## config.mk

```make
export PLATFORM = sky130hd
export DESIGN_NAME = spk_gate
export DESIGN_NICKNAME = d
export VERILOG_FILES = /design/src/rtl/spk_pkg.sv /design/src/rtl/spk_relay.sv /design/src/rtl/spk_cell.sv /design/src/rtl/spk_gate.sv
export SDC_FILE = /design/constraint.sdc
export NUM_CORES = 1
export LEC_CHECK = 0
export BUFFER_PORTS_ARGS = -buffer_cell sky130_fd_sc_hd__buf_4
export CORE_AREA = 3 3 40 42
export DETAILED_ROUTE_END_ITERATION = 10
export DIE_AREA = 0 0 43 45
export GPL_ROUTABILITY_DRIVEN = 0
export SYNTH_ARGS = -nofsm -noshare
export SYNTH_HDL_FRONTEND = slang
export SYNTH_SLANG_ARGS = --single-unit
```

## constraint.sdc

```tcl
create_clock -name clk -period 5.82 [get_ports clk]
set_input_delay 0.291 -clock clk [delete_from_list [all_inputs] [get_ports clk]]
set_output_delay 0.291 -clock clk [all_outputs]
set_load 0.01 [all_outputs]
```

## src/rtl/spk_pkg.sv

```systemverilog
// Shared channel codes and gate mode for the spike-encoded gate.
// Assumes a two-bit channel; code 11 is never legal on any port.
package spk_pkg;

    typedef enum logic [1:0] {
        CH_IDLE = 2'b00,
        CH_POS  = 2'b01,
        CH_NEG  = 2'b10,
        CH_BAD  = 2'b11
    } chan_t;

    typedef enum logic {
        GATE_NAND = 1'b0,
        GATE_NOR  = 1'b1
    } gate_t;

    // Units a relay forwards for one channel code (illegal code counts as idle).
    function automatic logic [1:0] units_of(input logic [1:0] code);
        case (code)
            CH_POS:  units_of = 2'd2;
            CH_NEG:  units_of = 2'd1;
            default: units_of = 2'd0;
        endcase
    endfunction

endpackage

```

## src/rtl/spk_relay.sv

```systemverilog
// Relay stage: registers one input channel as a unit count for the output cell.
// Assumes synchronous active-low reset; adds one step of latency.
module spk_relay
    import spk_pkg::*;
(
    input  logic       clk,
    input  logic       rst_n,
    input  logic [1:0] ch,
    output logic [1:0] units
);

    // Convert the incoming event into 0, 1 or 2 units for the next step.
    always_ff @(posedge clk) begin
        if (!rst_n) units <= 2'd0;
        else        units <= units_of(ch);
    end

    AST_IN_LEGAL: assert property (@(posedge clk) disable iff (!rst_n)
        ch != CH_BAD);

endmodule

```

## src/rtl/spk_cell.sv

```systemverilog
// Counting output cell: sums the relay units of a step, then fires on thresholds.
// Assumes all inputs of an evaluation arrive in the same step; the count is
// replaced every step, so no state carries from one evaluation to the next.
module spk_cell
    import spk_pkg::*;
#(
    parameter int    N_IN = 4,
    parameter gate_t MODE = GATE_NAND,
    parameter int    CW   = $clog2(2*N_IN+1)
) (
    input  logic               clk,
    input  logic               rst_n,
    input  logic [2*N_IN-1:0]  units_all,
    output logic [1:0]         out_ch
);

    localparam int LO = N_IN;
    localparam int HI = 2*N_IN;

    logic [CW-1:0] sum_c;
    logic [CW-1:0] count_q;
    logic [1:0]    fire_c;

    // Add the units of all relays for the current step.
    always_comb begin
        sum_c = '0;
        for (int i = 0; i < N_IN; i++) begin
            sum_c = sum_c + CW'(units_all[2*i +: 2]);
        end
    end

    // Hold the step's count; it is overwritten every cycle, which clears it.
    always_ff @(posedge clk) begin
        if (!rst_n) count_q <= '0;
        else        count_q <= sum_c;
    end

    // Choose the output event from the held count and the gate mode.
    always_comb begin
        if (int'(count_q) < LO) begin
            fire_c = CH_IDLE;
        end else if (MODE == GATE_NAND) begin
            fire_c = (int'(count_q) == HI) ? CH_NEG : CH_POS;
        end else begin
            fire_c = (int'(count_q) == LO) ? CH_POS : CH_NEG;
        end
    end

    // Register the emitted event onto the output channel.
    always_ff @(posedge clk) begin
        if (!rst_n) out_ch <= CH_IDLE;
        else        out_ch <= fire_c;
    end

    AST_OUT_LEGAL: assert property (@(posedge clk) disable iff (!rst_n)
        out_ch != CH_BAD);
    AST_NO_OVERFLOW: assert property (@(posedge clk) disable iff (!rst_n)
        int'(count_q) <= HI);
    AST_BELOW_IDLE: assert property (@(posedge clk) disable iff (!rst_n)
        (int'(count_q) < LO) |=> (out_ch == CH_IDLE));
    AST_NAND_FULL: assert property (@(posedge clk) disable iff (!rst_n)
        (MODE == GATE_NAND && int'(count_q) == HI) |=> (out_ch == CH_NEG));
    AST_NOR_MIN: assert property (@(posedge clk) disable iff (!rst_n)
        (MODE == GATE_NOR && int'(count_q) == LO) |=> (out_ch == CH_POS));

endmodule

```

## src/rtl/spk_gate.sv

```systemverilog
// Top of the spike-encoded threshold gate: one relay per input, one counting cell.
// Assumes N_IN in 2..8 and legal channel codes; latency is three clock steps.
module spk_gate
    import spk_pkg::*;
#(
    parameter int    N_IN = 4,
    parameter gate_t MODE = GATE_NAND
) (
    input  logic              clk,
    input  logic              rst_n,
    input  logic [2*N_IN-1:0] in_ch,
    output logic [1:0]        out_ch
);

    localparam int CW = $clog2(2*N_IN+1);

    logic [2*N_IN-1:0] units_all;

    // One relay stage per input channel.
    for (genvar g = 0; g < N_IN; g++) begin : g_relay
        spk_relay u_relay (
            .clk   (clk),
            .rst_n (rst_n),
            .ch    (in_ch[2*g +: 2]),
            .units (units_all[2*g +: 2])
        );
    end

    spk_cell #(.N_IN(N_IN), .MODE(MODE), .CW(CW)) u_cell (
        .clk       (clk),
        .rst_n     (rst_n),
        .units_all (units_all),
        .out_ch    (out_ch)
    );

    initial begin
        assert (N_IN >= 2 && N_IN <= 8);
    end

endmodule

```

==> run summary, run 1 <==
Status -> complete, no violations
Leakage power -> 0.334 nW
CTS Hold Bufs -> 0
DP Worst Slack -> 3.36 ns
Most frequent cells in the layout -> dfxtp_1, buf_4, nand2_1, inv_1, nor2_1
Crit. path cell count -> 8
First-pass GRT wire length -> 1270 um
Max-cap viol count -> 0
Largest net degree at the start of global routing -> 15
TritonRoute pass-1 iters -> 2
Relative slew slack -> 88.6%
Mapped Nets -> 63
Top-Level Pins -> 12
CTS tree -> built
Clock sinks -> 14
Port bufs -> 11
Netlist Area Pre-Place -> 543 um^2
Number of post-CTS setup repair buffers -> 0
Unrepaired setup endpoints after global routing -> no
Die boundary width -> 43 um
GRT Resource Usage Total -> 9.46%
Final Worst Setup Slack -> 3.37 ns
Initial core utilization -> 42.3%
Worst-path clk slew -> 0.08 ns
CP cell instances -> ha_1 -> fa_1 -> inv_1 -> fa_1 -> inv_1 -> ha_1 -> fa_1 -> and2_2
Cell family with most CP delay -> adder cells
Final worst-path cycle share -> 42.1%
Initial antenna violation count -> 0
Fin crit period -> 2.45 ns
Setup TNS -> 0 ns
Power per standard cell area -> 279 nW/um^2
CP most frequent cell -> fa_1
ANT cells -> 0
Final Hold Vio Count -> 0
Iter 0 DRT Violations -> 1
Setup CP Type -> reg -> reg
Netlist cell types -> 12
CP Launch Type -> flop
Post-Place Cell Area -> 633 um^2
Core box area -> 1280 um^2
Worst min-delay path class -> in -> reg
FP Rows -> 13
Final Setup Violations -> 0
Maximum vdd ir drop -> 186 uV
Hold path cells -> 2
Worst Path Max Fanout -> 1
Post-DRT Antenna Nets -> 0
Post-route cell area -> 669 um^2
Die Ht -> 45 um
Clk Tree Root Cell -> clkbuf_4
Die area -> 1940 um^2
Required time of the critical path -> 6.00 ns
Slowest cell on crit path -> fa_1
Via density -> 4.36
Total grt overflow -> 0
Synth Register Bits -> 14
Clk_lat worst skew -> 0.28 ns
Final WL -> 730 um
Worst Path Buf+Inv -> 2
Commonest non-fill, non-tap cell in the layout -> dfxtp_1
Mapped Cells -> 47
Critical path endpoint category -> flop
Vias in the first global route -> 315
Max Transition Viols Final -> 0
Final HPWL DP -> 561 um
Pin slew with the least headroom to its limit -> 0.170 ns
Max frequency -> 0.408 GHz
DRC errors left -> 0
R2R depth -> 8
Final Hold Slack -> 0.162 ns
Fraction of layout cells with a size suffix above 1 -> 37.7%
Synth warn -> 0
Seq/Total Area, Yosys -> 51.6%
Crit-path max cell delay -> 0.47 ns
Clock Path Buffers -> 2
Num CTS Buffers -> 3
Crit path DAT -> 2.63 ns
DR vias -> 331
Final net count -> 78
Area growth, synth to finish -> 23.3%
Resized cells post-CTS -> 0
Drt wl/cell -> 9.61 um
Worst clock skew -> 0.000715 ns
# H-tree levels -> 1
Syn_area_per_cell -> 11.6 um^2
power by group:
group | internal, mW | switching (mW)
sequential | 0.100 | 0.00215
clock | 0.0381 | 0.0308
combinational | 0.00924 | 0.00655
per-stage QoR:
stage | std cells | power (mW) | utilization [%]
after floorplan | 47 | 0.113 | -
after global placement | 72 | 0.121 | 49.3
after detailed placement | 72 | 0.121 | 49.3
after CTS | 76 | 0.190 | 52.1
after global routing | 76 | 0.197 | 52.1
final | 76 | 0.187 | 52.1
cell usage after synthesis:
| master | number | area, um^2 |
|---|---|---|
| dfxtp_1 | 14 | 280 |
| nand2_1 | 6 | 22.5 |
| inv_1 | 5 | 18.8 |
| nor2_1 | 5 | 18.8 |
| and2_2 | 4 | 30.0 |
| fa_1 | 4 | 80.1 |
| and3b_2 | 3 | 30.0 |
| ha_1 | 2 | 25.0 |
| and3b_1 | 1 | 8.76 |
| buf_6 | 1 | 11.3 |
| nor4_2 | 1 | 12.5 |
| o21ai_0 | 1 | 5.00 |
sequential cells by signal (all words and copies together) (netlist names):
name,count
g_relay.u_relay.units,8
u_cell.count_q,4
u_cell.out_ch,2
worst paths after layout:
path / from / endpoint / slack, ns
min reg2reg: u_cell.count_q[0] / u_cell.out_ch[1] / 0.43
min: in_ch[2] / g_relay[1].u_relay.units[0] / 0.16
max reg2reg: g_relay[0].u_relay.units[0] / u_cell.count_q[2] / 3.37
max: g_relay[0].u_relay.units[0] / u_cell.count_q[2] / 3.37
area by class of cell:
type                    instances  area (um^2)
flip-flops and latches         14          280
well taps                      15         18.8
inverters                       5         18.8
repair buffers                 11         82.6
clock buffers                   4         36.3
multi-input cells              27          233
fillers                       118          616
cell families after synthesis:
kind of cell | Yosys count | share of synthesized area, %
AND/OR/NAND/NOR | 20 | 22.6
flip-flops | 14 | 51.6
buffers and inverters | 6 | 5.53
adder cells (fa/ha/maj) | 6 | 19.4
AO/OA/AOI/OAI | 1 | 0.921
per-layer routing:
metal / share of wire, % / track usage [%] / wire [um] / up-vias
met5: 0 / 0 / 0 / -
met4: 1.6 / 5.42 / 12 / 0
met3: 7.5 / 5.98 / 55 / 2
met2: 41 / 12.9 / 301 / 10
met1: 49 / 11.3 / 360 / 145
li1: - / - / - / 174
No activity file was read; power rests on OpenSTA's default activity.
==> inputs of run 2 (changes only) <==
--- a/config.mk
+++ b/config.mk
@@ -5,6 +5,7 @@
 export SDC_FILE = /design/constraint.sdc
 export NUM_CORES = 1
 export LEC_CHECK = 0
+export ABC_AREA = 1
 export BUFFER_PORTS_ARGS = -buffer_cell sky130_fd_sc_hd__buf_4
 export CORE_AREA = 3 3 40 42
 export DETAILED_ROUTE_END_ITERATION = 10
==> constraint.sdc (replaced) <==
create_clock -name clk -period 2.3 [get_ports clk]
set_input_delay 0.115 -clock clk [delete_from_list [all_inputs] [get_ports clk]]
set_output_delay 0.115 -clock clk [all_outputs]
set_load 0.01 [all_outputs]
==> run 2 against run 1 <==
Against the previous run: the flow now finishes with violations (negative setup slack); critical endpoint unchanged; maximum frequency is 4.5% higher; wire length is 34% higher; combinational power increased to 3.7 times the previous value; total power grew to 2.7 times the previous value; design area rose by 16%; register-to-register slack lost 3.4 ns; hold slack worse by 0.046 ns; cell count up 32%; synthesized cell count increased by 34%.
==> run summary, run 2 <==
Status -> complete, but fails checks (was complete, no violations)
Failing checks -> negative setup slack
Largest register by flop count -> g_relay.u_relay.units (unchanged)
CTS tree -> built (unchanged)
Fin crit period -> 2.34 ns (was 2.45 ns)
Syn_area_per_cell -> 8.82 um^2 (was 11.6 um^2)
Mapped Cells -> 63 (was 47)
FP Rows -> 13 (unchanged)
Crit-path max cell delay -> 0.51 ns (was 0.47 ns)
GRT Resource Usage Total -> 12.8% (was 9.46%)
Iter 0 DRT Violations -> 7 (was 1)
Top Registers -> g_relay.u_relay.units (8), u_cell.count_q (4), u_cell.out_ch (2) (unchanged)
Largest net degree at the start of global routing -> 14 (was 15)
CP Launch Type -> flop (unchanged)
Setup CP Type -> reg -> reg (unchanged)
DR vias -> 424 (was 331)
Crit path DAT -> 2.54 ns (was 2.63 ns)
Final Hold Vio Count -> 0 (unchanged)
CP cell instances -> ha_4 -> fa_1 -> inv_2 -> fa_1 -> inv_1 -> ha_2 -> fa_1 -> nand2_1 -> inv_1 (was ha_1 -> fa_1 -> inv_1 -> fa_1 -> inv_1 -> ha_1 -> fa_1 -> and2_2)
Total grt overflow -> 0 (unchanged)
Synth warn -> 0 (unchanged)
Number of flops mapped to enable cells by yosys -> 0 (unchanged)
Pin slew with the least headroom to its limit -> 0.217 ns (was 0.170 ns)
Mapped Nets -> 79 (was 63)
Die area -> 1940 um^2 (unchanged)
Top-Level Pins -> 12 (unchanged)
Final worst-path cycle share -> 102% (was 42.1%)
Largest area contributor in the netlist -> dfxtp_1 (unchanged)
Synth Register Bits -> 14 (unchanged)
Leakage power -> 0.396 nW (was 0.334 nW)
Num CTS Buffers -> 3 (unchanged)
Unrepaired setup endpoints after global routing -> yes (was no)
Worst min-delay path class -> in -> reg (unchanged)
Worst Path Max Fanout -> 1 (unchanged)
CP most frequent cell -> fa_1 (unchanged)
Area growth, synth to finish -> 40.3% (was 23.3%)
Clk_lat worst skew -> 0.28 ns (about the same)
Final Worst Setup Slack -> -0.0448 ns (was 3.37 ns)
Initial antenna violation count -> 0 (unchanged)
Die boundary width -> 43 um (unchanged)
Netlist Area Pre-Place -> 556 um^2 (was 543 um^2)
Power per standard cell area -> 636 nW/um^2 (was 279 nW/um^2)
First-pass GRT wire length -> 1660 um (was 1270 um)
Drt wl/cell -> 9.79 um (was 9.61 um)
Worst clock skew -> 0.00647 ns (was 0.000715 ns)
Netlist cell types -> 8 (was 12)
Flop2flop setup slack -> -0.04 ns (was 3.37 ns)
Top FF cell, synth -> dfxtp_1 (unchanged)
Clk Tree Root Cell -> clkbuf_4 (unchanged)
DRC errors left -> 0 (unchanged)
TritonRoute pass-1 iters -> 5 (was 2)
Max-cap viol count -> 0 (unchanged)
Seq/Total Area, Yosys -> 50.5% (was 51.6%)
Final Setup Violations -> 1 (was 0)
Max reg flops -> 8 (unchanged)
Post-DRT Antenna Nets -> 0 (unchanged)
Fraction of layout cells with a size suffix above 1 -> 23.5% (was 37.7%)
Clock sinks -> 14 (unchanged)
Top-area cell type share of the netlist area -> 50.5% (was 51.6%)
Ys async rst share -> 0% (unchanged)
Slowest cell on crit path -> fa_1 (unchanged)
Clock Path Buffers -> 2 (unchanged)
Setup TNS -> -0.0448 ns (was 0 ns)
Final WL -> 979 um (was 730 um)
ANT cells -> 0 (unchanged)
Most frequent cells in the layout -> nand2_1, nor2_1, inv_1, dfxtp_1, buf_4 (was dfxtp_1, buf_4, nand2_1, inv_1, nor2_1)
Maximum vdd ir drop -> 285 uV (was 186 uV)
Final Util -> 60.7% (was 52.1%)
Relative slew slack -> 85.4% (was 88.6%)
Worst-path clk slew -> 0.09 ns (was 0.08 ns)
Top-count cell post-synth -> nand2_1 (was dfxtp_1)
Via density -> 4.24 (was 4.36)
Top post-synthesis cells by count -> nand2_1, dfxtp_1, inv_1, nor2_1, fa_1 (was dfxtp_1, nand2_1, inv_1, nor2_1)
Initial core utilization -> 43.2% (was 42.3%)
DP Worst Slack -> -0.0683 ns (was 3.36 ns)
Core box area -> 1280 um^2 (unchanged)
Commonest non-fill, non-tap cell in the layout -> nand2_1 (was dfxtp_1)
Port bufs -> 11 (unchanged)
Final net count -> 102 (was 78)
Critical path endpoint category -> flop (unchanged)
Number of post-CTS setup repair buffers -> 0 (unchanged)
Die Ht -> 45 um (unchanged)
# H-tree levels -> 1 (unchanged)
Vias in the first global route -> 447 (was 315)
Final HPWL DP -> 629 um (was 561 um)
Required time of the critical path -> 2.49 ns (was 6.00 ns)
Max Transition Viols Final -> 0 (unchanged)
Max frequency -> 0.426 GHz (was 0.408 GHz)
Largest cells by area after synthesis -> dfxtp_1, fa_1, nand2_1 (was dfxtp_1, fa_1, and3b_2)
[run 2: cell types whose count changed after synthesis, sizes merged]
| cell | delta |
|---|---|
| and2 | -4 |
| nor2 | +8 |
| nor4 | -1 |
| and3b | -4 |
| inv | +8 |
| nand2 | +9 |
[run 2: final timing paths]
check / depth (start not counted) / to / startpoint
setup / recovery: 9 / u_cell.count_q[2] / g_relay[0].u_relay.units[0]
hold / removal: 3 / g_relay[1].u_relay.units[0] / rst_n
setup reg to reg: 9 / u_cell.count_q[2] / g_relay[0].u_relay.units[0]
hold reg to reg: 3 / u_cell.out_ch[1] / u_cell.count_q[0]
[run 2: cell type report]
class	count	area [um^2]
clock buffers	4	36.3
multi-input cells	35	230
flip-flops and latches	14	283
well taps	15	18.8
inverters	13	48.8
fillers	115	505
repair buffers	19	163
[run 2: kinds of logic (layout without fill, tap and decap cells)]
| family | Yosys count | count (layout) | share of synthesized area [%] |
|---|---|---|---|
| adders and majority gates | 6 | 6 | 18.9 |
| DFF | 14 | 14 | 50.5 |
| and+or+nand+nor | 28 | 28 | 18.9 |
| buffers and inverters | 14 | 36 | 10.8 |
| AOI/OAI and AO/OA | 1 | 1 | 0.900 |
[run 2: worst max-delay path, delay by kind of cell, from the launching register on]
family	cells	cell delay, ns
simple gates	1	0.06
fa+ha+maj	5	1.72
buf+inv	3	0.12
flops	1	0.34
[run 2: routing by layer]
layer	wire length, um	GRT usage [%]	up-vias
li1	-	-	222
met1	370	11.4	190
met2	566	23.7	12
met3	42	3.59	0
met4	0	10.8	0
met5	0	0	-
[run 2: where the power goes]
group          internal [mW]  switching, mW  leakage [nW]
registers              0.253        0.00536         0.115
clock network         0.0962         0.0826        0.0210
logic                 0.0330         0.0249         0.259
total                  0.383          0.113         0.396
[run 2: metrics by stage]
step                      hold slack (ns)  area [um^2]  total power, mW  instances
final                               0.116          779            0.496        100
after global routing                0.132          779            0.516        100
after CTS                           0.115          779            0.498        100
after detailed placement            0.283          646            0.309         88
after global placement              0.282          646            0.307         88
after floorplan                     0.187          556            0.289         63
[run 2: what timing repair did]
item | in CTS | in global routing
endpoints found under the setup margin | 2 | 2
resized for setup | 5 | 1
endpoints found under the hold margin | 8 | 0
pin swaps | 2 | 1
hold buffers | 8 | 0
==> inputs of run 3 (changes only) <==
--- a/config.mk
+++ b/config.mk
@@ -8,6 +8,7 @@
 export ABC_AREA = 1
 export BUFFER_PORTS_ARGS = -buffer_cell sky130_fd_sc_hd__buf_4
 export CORE_AREA = 3 3 40 42
+export CTS_BUF_LIST = sky130_fd_sc_hd__clkbuf_4
 export DETAILED_ROUTE_END_ITERATION = 10
 export DIE_AREA = 0 0 43 45
 export GPL_ROUTABILITY_DRIVEN = 0
==> constraint.sdc (replaced) <==
create_clock -name clk -period 2.3 [get_ports clk]
set_input_delay 0.115 -clock clk [delete_from_list [all_inputs] [get_ports clk]]
set_output_delay 0.115 -clock clk [all_outputs]
set_load 0.005 [all_outputs]
==> run 3 against run 2 <==
Against the previous run: the flow still finishes with violations (negative setup slack); critical path depth unchanged; clock-buffer cell count down 1; sequential share of layout area up 0.47 points; clock skew up 0.0012 ns; worst setup slack better by 0.0078 ns; clock power down 21%; register-to-register slack about the same; cell count unchanged; maximum frequency up 0.33%; combinational power down 0.7%; hold slack worse by 0.0028 ns; critical endpoint unchanged; highest routed layer is now met4.
==> run summary, run 3 (synthesis gave the netlist of run 2 again) <==
Most frequent cells in the layout -> nand2_1, nor2_1, inv_1, dfxtp_1, buf_4 (unchanged)
Status -> complete, but fails checks (unchanged)
Setup CP Type -> reg -> reg (unchanged)
Critical path endpoint category -> flop (unchanged)
Clock power share -> 31.0% (was 36.1%)
Clock sinks -> 14 (unchanged)
TritonRoute pass-1 iters -> 4 (was 5)
Largest net degree at the start of global routing -> 14 (unchanged)
Clk_lat worst skew -> 0.28 ns (about the same)
DRC errors left -> 0 (unchanged)
Drt wl/cell -> 9.73 um (was 9.79 um)
Core box area -> 1280 um^2 (unchanged)
Worst min-delay path class -> in -> reg (unchanged)
ANT cells -> 0 (unchanged)
Int Power -> 349 uW (was 383 uW)
DR vias -> 429 (was 424)
Post-Place Cell Area -> 646 um^2 (unchanged)
Final worst-path cycle share -> 102% (about the same)
Total grt overflow -> 0 (unchanged)
Final Setup Violations -> 1 (unchanged)
Inst Count DP -> 88 (unchanged)
FP Rows -> 13 (unchanged)
Number of post-CTS setup repair buffers -> 0 (unchanged)
CP most frequent cell -> fa_1 (unchanged)
Clk Tree Root Cell -> clkbuf_4 (unchanged)
Worst clock skew -> 0.00762 ns (was 0.00647 ns)
Final WL -> 973 um (was 979 um)
Post-route cell area -> 769 um^2 (was 779 um^2)
Worst Path Max Fanout -> 1 (unchanged)
Logic pwr share -> 12.5% (was 11.7%)
Top Registers -> g_relay.u_relay.units (8), u_cell.count_q (4), u_cell.out_ch (2) (unchanged)
Top-Level Pins -> 12 (unchanged)
Max frequency -> 0.428 GHz (was 0.426 GHz)
Final Hold Vio Count -> 0 (unchanged)
Iter 0 DRT Violations -> 6 (was 7)
Port bufs -> 11 (unchanged)
Final Worst Setup Slack -> -0.0369 ns (was -0.0448 ns)
Worst-path clk slew -> 0.09 ns (about the same)
Clock Path Buffers -> 2 (unchanged)
Sw power -> 109 uW (was 113 uW)
Fin crit period -> 2.34 ns (about the same)
# H-tree levels -> 1 (unchanged)
Unrepaired setup endpoints after global routing -> yes (unchanged)
Initial core utilization -> 43.2% (unchanged)
Max reg flops -> 8 (unchanged)
Final net count -> 102 (unchanged)
Slowest cell on crit path -> fa_1 (unchanged)
Initial antenna violation count -> 0 (unchanged)
Failing checks -> negative setup slack (unchanged)
Switching share of power -> 23.8% (was 22.8%)
Commonest non-fill, non-tap cell in the layout -> nand2_1 (unchanged)
CP Launch Type -> flop (unchanged)
Crit-path max cell delay -> 0.50 ns (was 0.51 ns)
Power per standard cell area -> 596 nW/um^2 (was 636 nW/um^2)
Final Hold Slack -> 0.113 ns (was 0.116 ns)
Final Non-Filler Cells -> 100 (unchanged)
Num CTS Buffers -> 3 (unchanged)
Crit path DAT -> 2.53 ns (was 2.54 ns)
Post-DRT Antenna Nets -> 0 (unchanged)
Final HPWL DP -> 629 um (unchanged)
GRT Resource Usage Total -> 13.0% (was 12.8%)
Die Ht -> 45 um (unchanged)
Area growth, synth to finish -> 38.5% (was 40.3%)
Fraction of layout cells with a size suffix above 1 -> 22.4% (was 23.5%)
CP cell instances -> ha_4 -> fa_1 -> inv_2 -> fa_1 -> inv_1 -> ha_2 -> fa_1 -> nand2_1 -> inv_1 (unchanged)
Relative slew slack -> 85.4% (about the same)
Maximum vdd ir drop -> 292 uV (was 285 uV)
Max-cap viol count -> 0 (unchanged)
Leakage power -> 0.390 nW (was 0.396 nW)
Die area -> 1940 um^2 (unchanged)
Required time of the critical path -> 2.49 ns (about the same)
Vias in the first global route -> 446 (was 447)
Via density -> 4.29 (was 4.24)
CTS tree -> built (unchanged)
Pin slew with the least headroom to its limit -> 0.217 ns (about the same)
Largest register by flop count -> g_relay.u_relay.units (unchanged)
First-pass GRT wire length -> 1660 um (about the same)
Max Transition Viols Final -> 0 (unchanged)
Die boundary width -> 43 um (unchanged)
Final Util -> 59.9% (was 60.7%)
Sequential share of power -> 56.4% (was 52.2%)
==> run 3: cell count changes in the layout (fill, tap and decap cells not counted), sizes merged <==
cell | before | now
clkbuf | 4 | 3
clkinv | 0 | 1
==> run 3: power by group through the flow <==
stage	logic, mW	registers (mW)	clock network [mW]
floorplan	0.0263	0.263	0
global route	0.0665	0.260	0.156
CTS	0.0573	0.259	0.148
finish	0.0575	0.259	0.142
global placement	0.0433	0.264	0
detailed placement	0.0451	0.264	0
==> run 3: per-stage QoR <==
stage / TNS (ns) / setup WS (ns) / power, mW
5_1_grt: -0.185 / -0.120 / 0.483
6_report: -0.0369 / -0.0369 / 0.459
4_1_cts: -0.0834 / -0.0728 / 0.464
3_5_place_dp: -0.0844 / -0.0683 / 0.309
2_1_floorplan: 0 / 0.00730 / 0.289
3_3_place_gp: -0.0236 / -0.0236 / 0.307
==> run 3: path summary, 6_finish.rpt <==
path / to / slack [ns] / start / cells past startpoint
min reg2reg: u_cell.out_ch[1] / 0.48 / u_cell.count_q[0] / 3
min: g_relay[1].u_relay.units[0] / 0.11 / rst_n / 3
max: u_cell.count_q[2] / -0.04 / g_relay[0].u_relay.units[0] / 9
max reg2reg: u_cell.count_q[2] / -0.04 / g_relay[0].u_relay.units[0] / 9
==> run 3: worst max-delay path: cells and delay by family, from the launching register on <==
family	cells	cell delay, ns
buffers and inverters	3	0.11
AND/OR/NAND/NOR	1	0.06
adder cells (fa/ha/maj)	5	1.71
flip-flops	1	0.34
==> run 3: layout make-up <==
cell class	count	area (um^2)
clock buffer	3	22.5
clock inverter	1	3.75
fill	119	515
inverter	13	48.8
multi-input combinational	35	230
sequential	14	283
tap	15	18.8
timing repair buffer	19	163
==> run 3: repair_timing <==
action | in CTS | in global routing
hold endpoints to repair | 8 | 0
pin swaps | 2 | 1
hold buffers | 8 | 0
gates resized for setup | 5 | 1
setup endpoints to repair | 2 | 2
==> run 3: metal layers <==
layer | global-route usage, % | wire length [um] | up-vias | share of wire (%)
li1 | - | - | 223 | -
met1 | 11.4 | 358 | 191 | 37
met2 | 23.7 | 536 | 11 | 55
met3 | 3.59 | 47 | 4 | 4.8
met4 | 12.7 | 30 | 0 | 3.1
met5 | 0 | 0 | - | 0
